==> src/rtl/wsched_pkg.sv <==
package wsched_pkg;
  localparam int WORD_W  = 32;
  localparam int DEPTH   = 16;
  localparam int ROUNDS  = 64;
  localparam int BLOCK_W = WORD_W * DEPTH;
  localparam int IDX_W   = $clog2(ROUNDS);

  // window taps relative to the oldest word W[t] of a new W[t+16]
  localparam int TAP_NEAR = DEPTH - 2;
  localparam int TAP_MID  = DEPTH - 7;
  localparam int TAP_FAR  = 1;
  localparam int TAP_OLD  = 0;

  typedef logic [WORD_W-1:0] word_t;

  typedef struct packed {
    logic load;
    logic shift;
  } schedCtl_t;

  function automatic word_t rotr(input word_t x, input int n);
    return (x >> n) | (x << (WORD_W - n));
  endfunction

  function automatic word_t sigLo(input word_t x);
    return rotr(x, 7) ^ rotr(x, 18) ^ (x >> 3);
  endfunction

  function automatic word_t sigHi(input word_t x);
    return rotr(x, 17) ^ rotr(x, 19) ^ (x >> 10);
  endfunction
endpackage

==> src/rtl/wsched_csa.sv <==
module wsched_csa #(
  parameter int W = 32
) (
  input  logic [W-1:0] x,
  input  logic [W-1:0] y,
  input  logic [W-1:0] z,
  output logic [W-1:0] sumV,
  output logic [W-1:0] carV
);
  assign carV[0] = 1'b0;
  for (genvar i = 0; i < W; i++) begin : g_bit
    assign sumV[i] = x[i] ^ y[i] ^ z[i];
    if (i < W - 1) begin : g_car
      assign carV[i+1] = (x[i] & y[i]) | (x[i] & z[i]) | (y[i] & z[i]);
    end
  end
endmodule

==> src/rtl/wsched_ctrl.sv <==
module wsched_ctrl
  import wsched_pkg::*;
#(
  parameter int NUM_ROUNDS = ROUNDS,
  localparam int CW = $clog2(NUM_ROUNDS)
) (
  input  logic          clk,
  input  logic          rstN,
  input  logic          loadEn,
  input  logic          advance,
  output schedCtl_t     ctl,
  output logic          running,
  output logic [CW-1:0] roundCnt
);
  localparam logic [CW-1:0] LAST = CW'(NUM_ROUNDS - 1);

  always_comb begin
    ctl.load  = loadEn;
    ctl.shift = !loadEn && advance && running;
  end

  always_ff @(posedge clk) begin
    if (!rstN) begin
      running  <= 1'b0;
      roundCnt <= '0;
    end else if (ctl.load) begin
      running  <= 1'b1;
      roundCnt <= '0;
    end else if (ctl.shift) begin
      if (roundCnt == LAST) begin
        running <= 1'b0;
      end else begin
        roundCnt <= roundCnt + 1'b1;
      end
    end
  end
endmodule

==> src/rtl/wsched_dp.sv <==
module wsched_dp
  import wsched_pkg::*;
(
  input  logic               clk,
  input  logic               rstN,
  input  schedCtl_t          ctl,
  input  logic [BLOCK_W-1:0] blockIn,
  output word_t              headWord
);
  word_t msgWord [DEPTH];
  word_t win     [DEPTH];
  word_t pSum, pCar;
  word_t opNear, opMid, opFar, opOld;
  word_t s1a, c1a, s2a, c2a;
  word_t nextWord;

  for (genvar i = 0; i < DEPTH; i++) begin : g_msg
    assign msgWord[i] = blockIn[BLOCK_W-1-i*WORD_W -: WORD_W];
  end

  // operands for the word after the one entering the window next
  always_comb begin
    if (ctl.load) begin
      opNear = msgWord[TAP_NEAR];
      opMid  = msgWord[TAP_MID];
      opFar  = msgWord[TAP_FAR];
      opOld  = msgWord[TAP_OLD];
    end else begin
      opNear = win[TAP_NEAR+1];
      opMid  = win[TAP_MID+1];
      opFar  = win[TAP_FAR+1];
      opOld  = win[TAP_OLD+1];
    end
  end

  wsched_csa #(.W(WORD_W)) u_csaA (
    .x(sigHi(opNear)), .y(opMid), .z(sigLo(opFar)),
    .sumV(s1a), .carV(c1a)
  );

  wsched_csa #(.W(WORD_W)) u_csaB (
    .x(s1a), .y(c1a), .z(opOld),
    .sumV(s2a), .carV(c2a)
  );

  // the only carry-propagate adder, fed by registers
  assign nextWord = pSum + pCar;

  always_ff @(posedge clk) begin
    if (!rstN) begin
      pSum <= '0;
      pCar <= '0;
    end else if (ctl.load || ctl.shift) begin
      pSum <= s2a;
      pCar <= c2a;
    end
  end

  for (genvar i = 0; i < DEPTH; i++) begin : g_win
    word_t shiftIn;
    if (i == DEPTH - 1) begin : g_tail
      assign shiftIn = nextWord;
    end else begin : g_body
      assign shiftIn = win[i+1];
    end
    always_ff @(posedge clk) begin
      if (!rstN) begin
        win[i] <= '0;
      end else if (ctl.load) begin
        win[i] <= msgWord[i];
      end else if (ctl.shift) begin
        win[i] <= shiftIn;
      end
    end
  end

  assign headWord = win[0];
endmodule

==> src/rtl/wsched_top.sv <==
module wsched_top
  import wsched_pkg::*;
(
  input  logic               clk,
  input  logic               rstN,
  input  logic               loadEn,
  input  logic [BLOCK_W-1:0] blockIn,
  input  logic               advance,
  output logic [WORD_W-1:0]  wOut,
  output logic               wValid,
  output logic [IDX_W-1:0]   wIdx
);
  schedCtl_t ctl;

  wsched_ctrl #(.NUM_ROUNDS(ROUNDS)) u_ctrl (
    .clk(clk), .rstN(rstN), .loadEn(loadEn), .advance(advance),
    .ctl(ctl), .running(wValid), .roundCnt(wIdx)
  );

  wsched_dp u_dp (
    .clk(clk), .rstN(rstN), .ctl(ctl), .blockIn(blockIn),
    .headWord(wOut)
  );
endmodule

==> config.mk <==
export PLATFORM = sky130hd
export DESIGN_NAME = wsched_top
export DESIGN_NICKNAME = d
export VERILOG_FILES = /design/src/rtl/wsched_pkg.sv /design/src/rtl/wsched_csa.sv /design/src/rtl/wsched_ctrl.sv /design/src/rtl/wsched_dp.sv /design/src/rtl/wsched_top.sv
export SDC_FILE = /design/constraint.sdc
export NUM_CORES = 1
export LEC_CHECK = 0
export BUFFER_PORTS_ARGS = -buffer_cell sky130_fd_sc_hd__buf_2
export CAP_MARGIN = 20
export CELL_PAD_IN_SITES_DETAIL_PLACEMENT = 0
export CELL_PAD_IN_SITES_GLOBAL_PLACEMENT = 1
export CORE_MARGIN = 3
export CORE_UTILIZATION = 41
export DETAILED_ROUTE_END_ITERATION = 10
export GPL_ROUTABILITY_DRIVEN = 0
export PLACE_DENSITY_LB_ADDON = 0.1
export SLEW_MARGIN = 20
export SYNTH_ARGS = -nofsm -noshare
export SYNTH_HDL_FRONTEND = slang
export SYNTH_SLANG_ARGS = --single-unit
==> constraint.sdc <==
create_clock -name clk -period 7.05 [get_ports clk]
set_input_delay 0.3525 -clock clk [delete_from_list [all_inputs] [get_ports clk]]
set_output_delay 0.3525 -clock clk [all_outputs]
set_load 0.02 [all_outputs]
* Word level (Yosys, flattened, before mapping) *
Memory sizes are Yosys's and may differ from the RTL's.
Index checks and enable logic that the tools add are counted.

operators by class
  add/subtract/negate cells = 2
  equal/unequal tests = 1
  multiplexer cells = 47
  bitwise logic cells = 475
  reduce and logical (&&, ||, !) cells = 9

operators with widths
  cell                                                            number
  32-bit 2-to-1 mux                                               36
  1-bit AND                                                       184
  1-bit bitwise OR                                                154
  1-bit bitwise XOR                                               127
  32-bit bitwise XOR                                              2
  32-bit adder                                                    1
  13-bit by 32-bit bitwise OR with 32-bit output                  1
  14-bit by 32-bit bitwise OR with 32-bit output                  1
  15-bit by 32-bit bitwise OR with 32-bit output                  1
  25-bit by 32-bit bitwise OR with 32-bit output                  1
  32-bit by 22-bit bitwise XOR with 32-bit output                 1
  32-bit by 29-bit bitwise XOR with 32-bit output                 1
  1-bit 2-to-1 mux                                                11
  6-bit by 1-bit adder with 6-bit output (second input constant)  1
  6-bit equality test (second input constant)                     1
  2-bit AND reduction                                             2
  2-bit nonzero test                                              2
  1-bit logical AND                                               2
  1-bit NOT                                                       2
  2-bit OR reduction                                              1
  1-bit logical NOT                                               1
  1-bit logical OR                                                1

storage, ports and cells
  flip-flop bits (word level) = 70
  RAM bits = 512
  input bits = 516
  output and inout bits = 39
  word-level logic and storage cells = 539
  memories = 1

memories
  name      words  width  read ports  clocked after Yosys merged registers in  wr ports  line             text
  u_dp.win  16     32     16          0                                        16        wsched_dp.sv:11  word_t win [DEPTH];

* Depth between registers and ports, before layout *
An unclocked memory read counts as a cell.

  depth after elaboration = 11
  depth in mapped cells = 12
  depth with buffers taken out = 10

* By module *
From an unflattened synthesis, not the netlist that was laid out.

unflattened totals
  cells, all modules = 2162
  area, all modules = 29198.0 um^2

modules (own cells, without submodules)
  module       times used  cells an instance  area an instance (um^2)
  wsched_dp    1           2055               27526.4
  wsched_csa   2           34                 655.6
  wsched_ctrl  1           39                 360.3

* Worst setup path before layout *
No wires, ideal clock.

  path kind = register to register
  start = register u_ctrl.running
  end = memory u_dp.win[0][0] in the netlist's numbering, enable pin
  arrival time = 7092 ps
  data required time = 6403 ps
  path slack = -689 ps
  cell stages (with the launch flop) = 6
  buffers on the path = 2
  cell sequence = dfxtp_1 -> nand2_1 -> nor2_1 -> clkbuf_1 -> clkbuf_1 -> or2_2

RTL lines
  item                    line               text
  start, declared         wsched_ctrl.sv:12  output logic running,
  start signal, assigned  wsched_ctrl.sv:24  running <= 1'b0;
  start signal, assigned  wsched_ctrl.sv:27  running <= 1'b1;
  start signal, assigned  wsched_ctrl.sv:31  running <= 1'b0;
  end, declared           wsched_dp.sv:11

==> summary.txt <==
Yosys
  • Avg Inst Size Synth: 13.0 sq um
  • Instance count of the mapped netlist: 2252
  • Post-synthesis instance area: 29400 sq um
  • Biggest area consumer among synthesized cells: sky130_fd_sc_hd__edfxtp_1
  • Most used flip-flop cell after synthesis: sky130_fd_sc_hd__edfxtp_1
  • Area share of the largest cell type after synthesis: 52.3%
  • Sequential area share after synthesis: 57.1%
  • Synthesis Warnings: 0
  • Seq cells post-synth: 582
  • Area share of and/or/nand/nor cells after synthesis: 5.28%
  • Post-Synth Adder-Cell Area: 5.59%
  • XOR/XNOR share of the synthesized area: 6.32%
  • Mux contribution to synthesized area: 2.93%
  • Main combinational cell family by area after synthesis: compound AO/OA/AOI/OAI gates
  • Dominant cells by area after synthesis: sky130_fd_sc_hd__edfxtp_1 (52%), sky130_fd_sc_hd__a22o_1 (13%), sky130_fd_sc_hd__dfxtp_1 (4.8%)
  • Number of synthesized flops with an enable pin: 512
  • Netlist cell types: 61
  • Share of the synthesized area in compound gates (AO/OA/AOI/OAI): 20.3%
  • Post-synthesis async set-or-reset flop share: 0%
  • Post-Syn Nets: 2862

Critical path
  • Worst Setup End Kind: flip-flop
  • Cell family with the largest share of critical-path delay: simple AND/OR/NAND/NOR gates
  • Critical path startpoint: u_ctrl.running
  • Worst Setup Path Type: flip-flop to flip-flop
  • Arr. time, crit path: 3.80 ns
  • Library cell contributing the largest single delay on the critical path: sky130_fd_sc_hd__nor2_4
  • Delay of the slowest critical-path stage: 0.85 ns
  • Worst r2r src: u_ctrl.running
  • CP Buf/Inv Count: 1
  • WP data required: 7.27 ns
  • Worst-path maximum fanout: 177
  • Crit start category: flip-flop
  • Ordered list of cells on the worst path: nand2_1, nor2_4, or2_4, buf_12

Placement
  • Area after detailed placement: 32900 sq um
  • Placed Cells incl. Taps: 3600
  • Setup Slack @ Placement: 3.36 ns
  • Port buffer count: 554
  • Detail Placement HPWL: 81400 um

Finish
  • Number of inserted filler cells in the final layout: 6306
  • Share of final-layout standard cells stronger than drive strength 1: 26.5%
  • Most common cell after layout, fill and taps aside: sky130_fd_sc_hd__buf_2
  • Finished Core Util: 50.0%
  • Number of standard cells in the final layout excluding fillers: 3760
  • Area growth syn-to-layout: 20.1%
  • Commonest cells after routing, fill and taps aside: sky130_fd_sc_hd__buf_2 (553), sky130_fd_sc_hd__edfxtp_1 (512), sky130_fd_sc_hd__a22o_1 (449)
  • Total area of multi-input combinational cells: 11900 sq um
  • Number of nets in the finished design: 3361
  • Sequential standard cell area: 16800 sq um
  • Final std cell area, no fill: 35300 sq um

STA
  • Clock period minus worst slack: 3.58 ns
  • Top achievable clock speed: 0.279 GHz
  • Final critical-path setup slack: 3.47 ns
  • Setup Total Neg Slack: 0 ns
  • Skew final: 0.0177 ns
  • Worst-case hold slack: 0.0272 ns
  • Final Max Slew Viols: 0
  • Slew at the pin closest to its max-slew limit: 1.12 ns
  • Final count of hold timing violations: 0
  • Crit share post-route: 50.8%
  • Unrepaired setup endpoints after global routing: false
  • Slew margin rel.: 25.5%
  • Final-report setup violation count: 0

Flow run
  • Number of max-cap violations: 0

Global route
  • Total global routing track utilization: 27.9%
  • Initial antenna violation count: 37
  • Number of global-route vias before repair: 20910
  • Largest net degree at the start of global routing: 226
  • Remaining global-route overflow: 0
  • First-pass GRT wire length: 150000 um

Routing
  • Number of routed nets with antenna violations: 0
  • First DRT Iteration DRCs: 2386
  • Ratio of routed vias to standard cells: 5.70
  • Total number of vias: 21449
  • DRC: 0
  • Wire length after detailed routing: 108000 um
  • Routed wire per std cell: 28.7 um
  • Detailed Routing Iterations Pass 1: 6

Floorplan
  • Die outline height: 274 um
  • Die Span X: 274 um
  • Initial core utilization: 41.7%
  • Core Footprint: 70500 sq um
  • Die footprint: 74900 sq um
  • Core Rows: 97
  • Number of ports placed on the die boundary: 555

Clock network
  • CTS clk-pin slew, worst paths: 0.06 ns
  • Total CTS buffers: 66
  • Clock latency at the later pin of the worst-skew pair: 0.61 ns
  • Clock tree from TritonCTS: yes
  • Root buffer selected by CTS: sky130_fd_sc_hd__clkbuf_16
  • CTS Buffer Depth: 3
  • Number of sinks handled by clock tree synthesis: 582
  • H-tree level count: 3

Power and ir drop
  • Pwr per Cell Area: 272 nW/um^2
  • Power after layout: 9.60 mW
  • Worst IR Drop VDD: 0.200 mV
  • Leakage power total: 14.5 nW

Worst hold path
  • Path class of the lowest-slack min-delay path: input port to flip-flop
  • Source of the worst hold timing path: blockIn[8]

Status
  • Outcome: completed
==> state kept, by name, indices dropped and copies added, names as in the netlist <==
name,cells
u_dp.win,512
u_dp.pCar,31
u_ctrl.running,1
u_ctrl.roundCnt,6
u_dp.pSum,32
==> cells in the mapped netlist (2+ instances only) <==
cell                       number
sky130_fd_sc_hd__a211oi_1       5
sky130_fd_sc_hd__a21boi_0      68
sky130_fd_sc_hd__a21o_1        16
sky130_fd_sc_hd__a21oi_1       33
sky130_fd_sc_hd__a22o_1       449
sky130_fd_sc_hd__a22oi_1       29
sky130_fd_sc_hd__a31oi_1        2
sky130_fd_sc_hd__a32o_1         2
sky130_fd_sc_hd__and2_1         6
sky130_fd_sc_hd__and3_1         8
sky130_fd_sc_hd__buf_1          8
sky130_fd_sc_hd__buf_2         52
sky130_fd_sc_hd__clkbuf_1     106
sky130_fd_sc_hd__dfxtp_1       70
sky130_fd_sc_hd__edfxtp_1     512
sky130_fd_sc_hd__fa_1          62
sky130_fd_sc_hd__ha_1          32
sky130_fd_sc_hd__inv_1         14
sky130_fd_sc_hd__mux2_2        55
sky130_fd_sc_hd__mux2i_1       24
sky130_fd_sc_hd__nand2_1      242
sky130_fd_sc_hd__nand2b_1       5
sky130_fd_sc_hd__nand3_1        7
sky130_fd_sc_hd__nand4_1        4
sky130_fd_sc_hd__nor2_1        29
sky130_fd_sc_hd__nor2b_1       32
sky130_fd_sc_hd__nor3_1         9
sky130_fd_sc_hd__nor4_1         2
sky130_fd_sc_hd__o211ai_1       5
sky130_fd_sc_hd__o21a_1         6
sky130_fd_sc_hd__o21ai_0       92
sky130_fd_sc_hd__o21ai_1       10
sky130_fd_sc_hd__o21bai_1       8
sky130_fd_sc_hd__o311ai_1       2
sky130_fd_sc_hd__o31a_1         2
sky130_fd_sc_hd__o31ai_1        4
sky130_fd_sc_hd__o31ai_2        2
sky130_fd_sc_hd__or2_2          2
sky130_fd_sc_hd__or3_1          4
sky130_fd_sc_hd__xnor2_1      136
sky130_fd_sc_hd__xor2_1        76
==> path summary, 6_finish.rpt <==
check                         end  slack [ns]  cells past startpoint
setup / recovery  u_dp.win[10][7]        3.47                      4
hold / removal    u_dp.win[15][8]        0.03                      3
setup reg to reg  u_dp.win[10][7]        3.47                      4
hold reg to reg      u_dp.pSum[0]        0.47                      2
==> report_power, final <==
| group | internal (mW) | switching [mW] |
|---|---|---|
| logic | 0.746 | 1.09 |
| registers | 4.11 | 0.247 |
| clock network | 1.96 | 1.44 |
| total | 6.82 | 2.78 |
==> repair_timing <==
action,4_1_cts,5_1_grt
gates resized for setup,0,0
buffers inserted,0,0
hold buffers,23,0
hold endpoints to repair,23,0
==> routing by layer <==
layer  wire length, um  vias to the layer above  global-route usage (%)
met3              8130                      159                    5.78
met2             52100                      892                    45.5
met1             45100                    10735                    37.8
met5               137                        -                       0
met4              2620                       22                    7.65
li1                  -                     9641                       -
==> worst min-delay path: stages <==
cell                      delay (ns)
sky130_fd_sc_hd__buf_2          0.07
sky130_fd_sc_hd__nand2_1        0.03
sky130_fd_sc_hd__o21ai_0        0.06
==> area by class of cell <==
type / count / area share [%]
multi-input combinational: 1490 / 33.7
clock buffer: 86 / 5.10
inverter: 14 / 0.149
clock inverter: 33 / 0.854
sequential: 582 / 47.5
antenna: 18 / 0.128
tap: 940 / 3.33
timing repair buffer: 597 / 9.20
==> logic make-up after synthesis <==
| logic type | count (synthesis) |
|---|---|
| AO/OA/AOI/OAI | 750 |
| flip-flops | 582 |
| AND/OR/NAND/NOR | 355 |
| XOR/XNOR | 212 |
| buffers and inverters | 180 |
| adder cells (fa/ha/maj) | 94 |
| multiplexers | 79 |
Note: power is estimated with default switching activity, not from simulation.
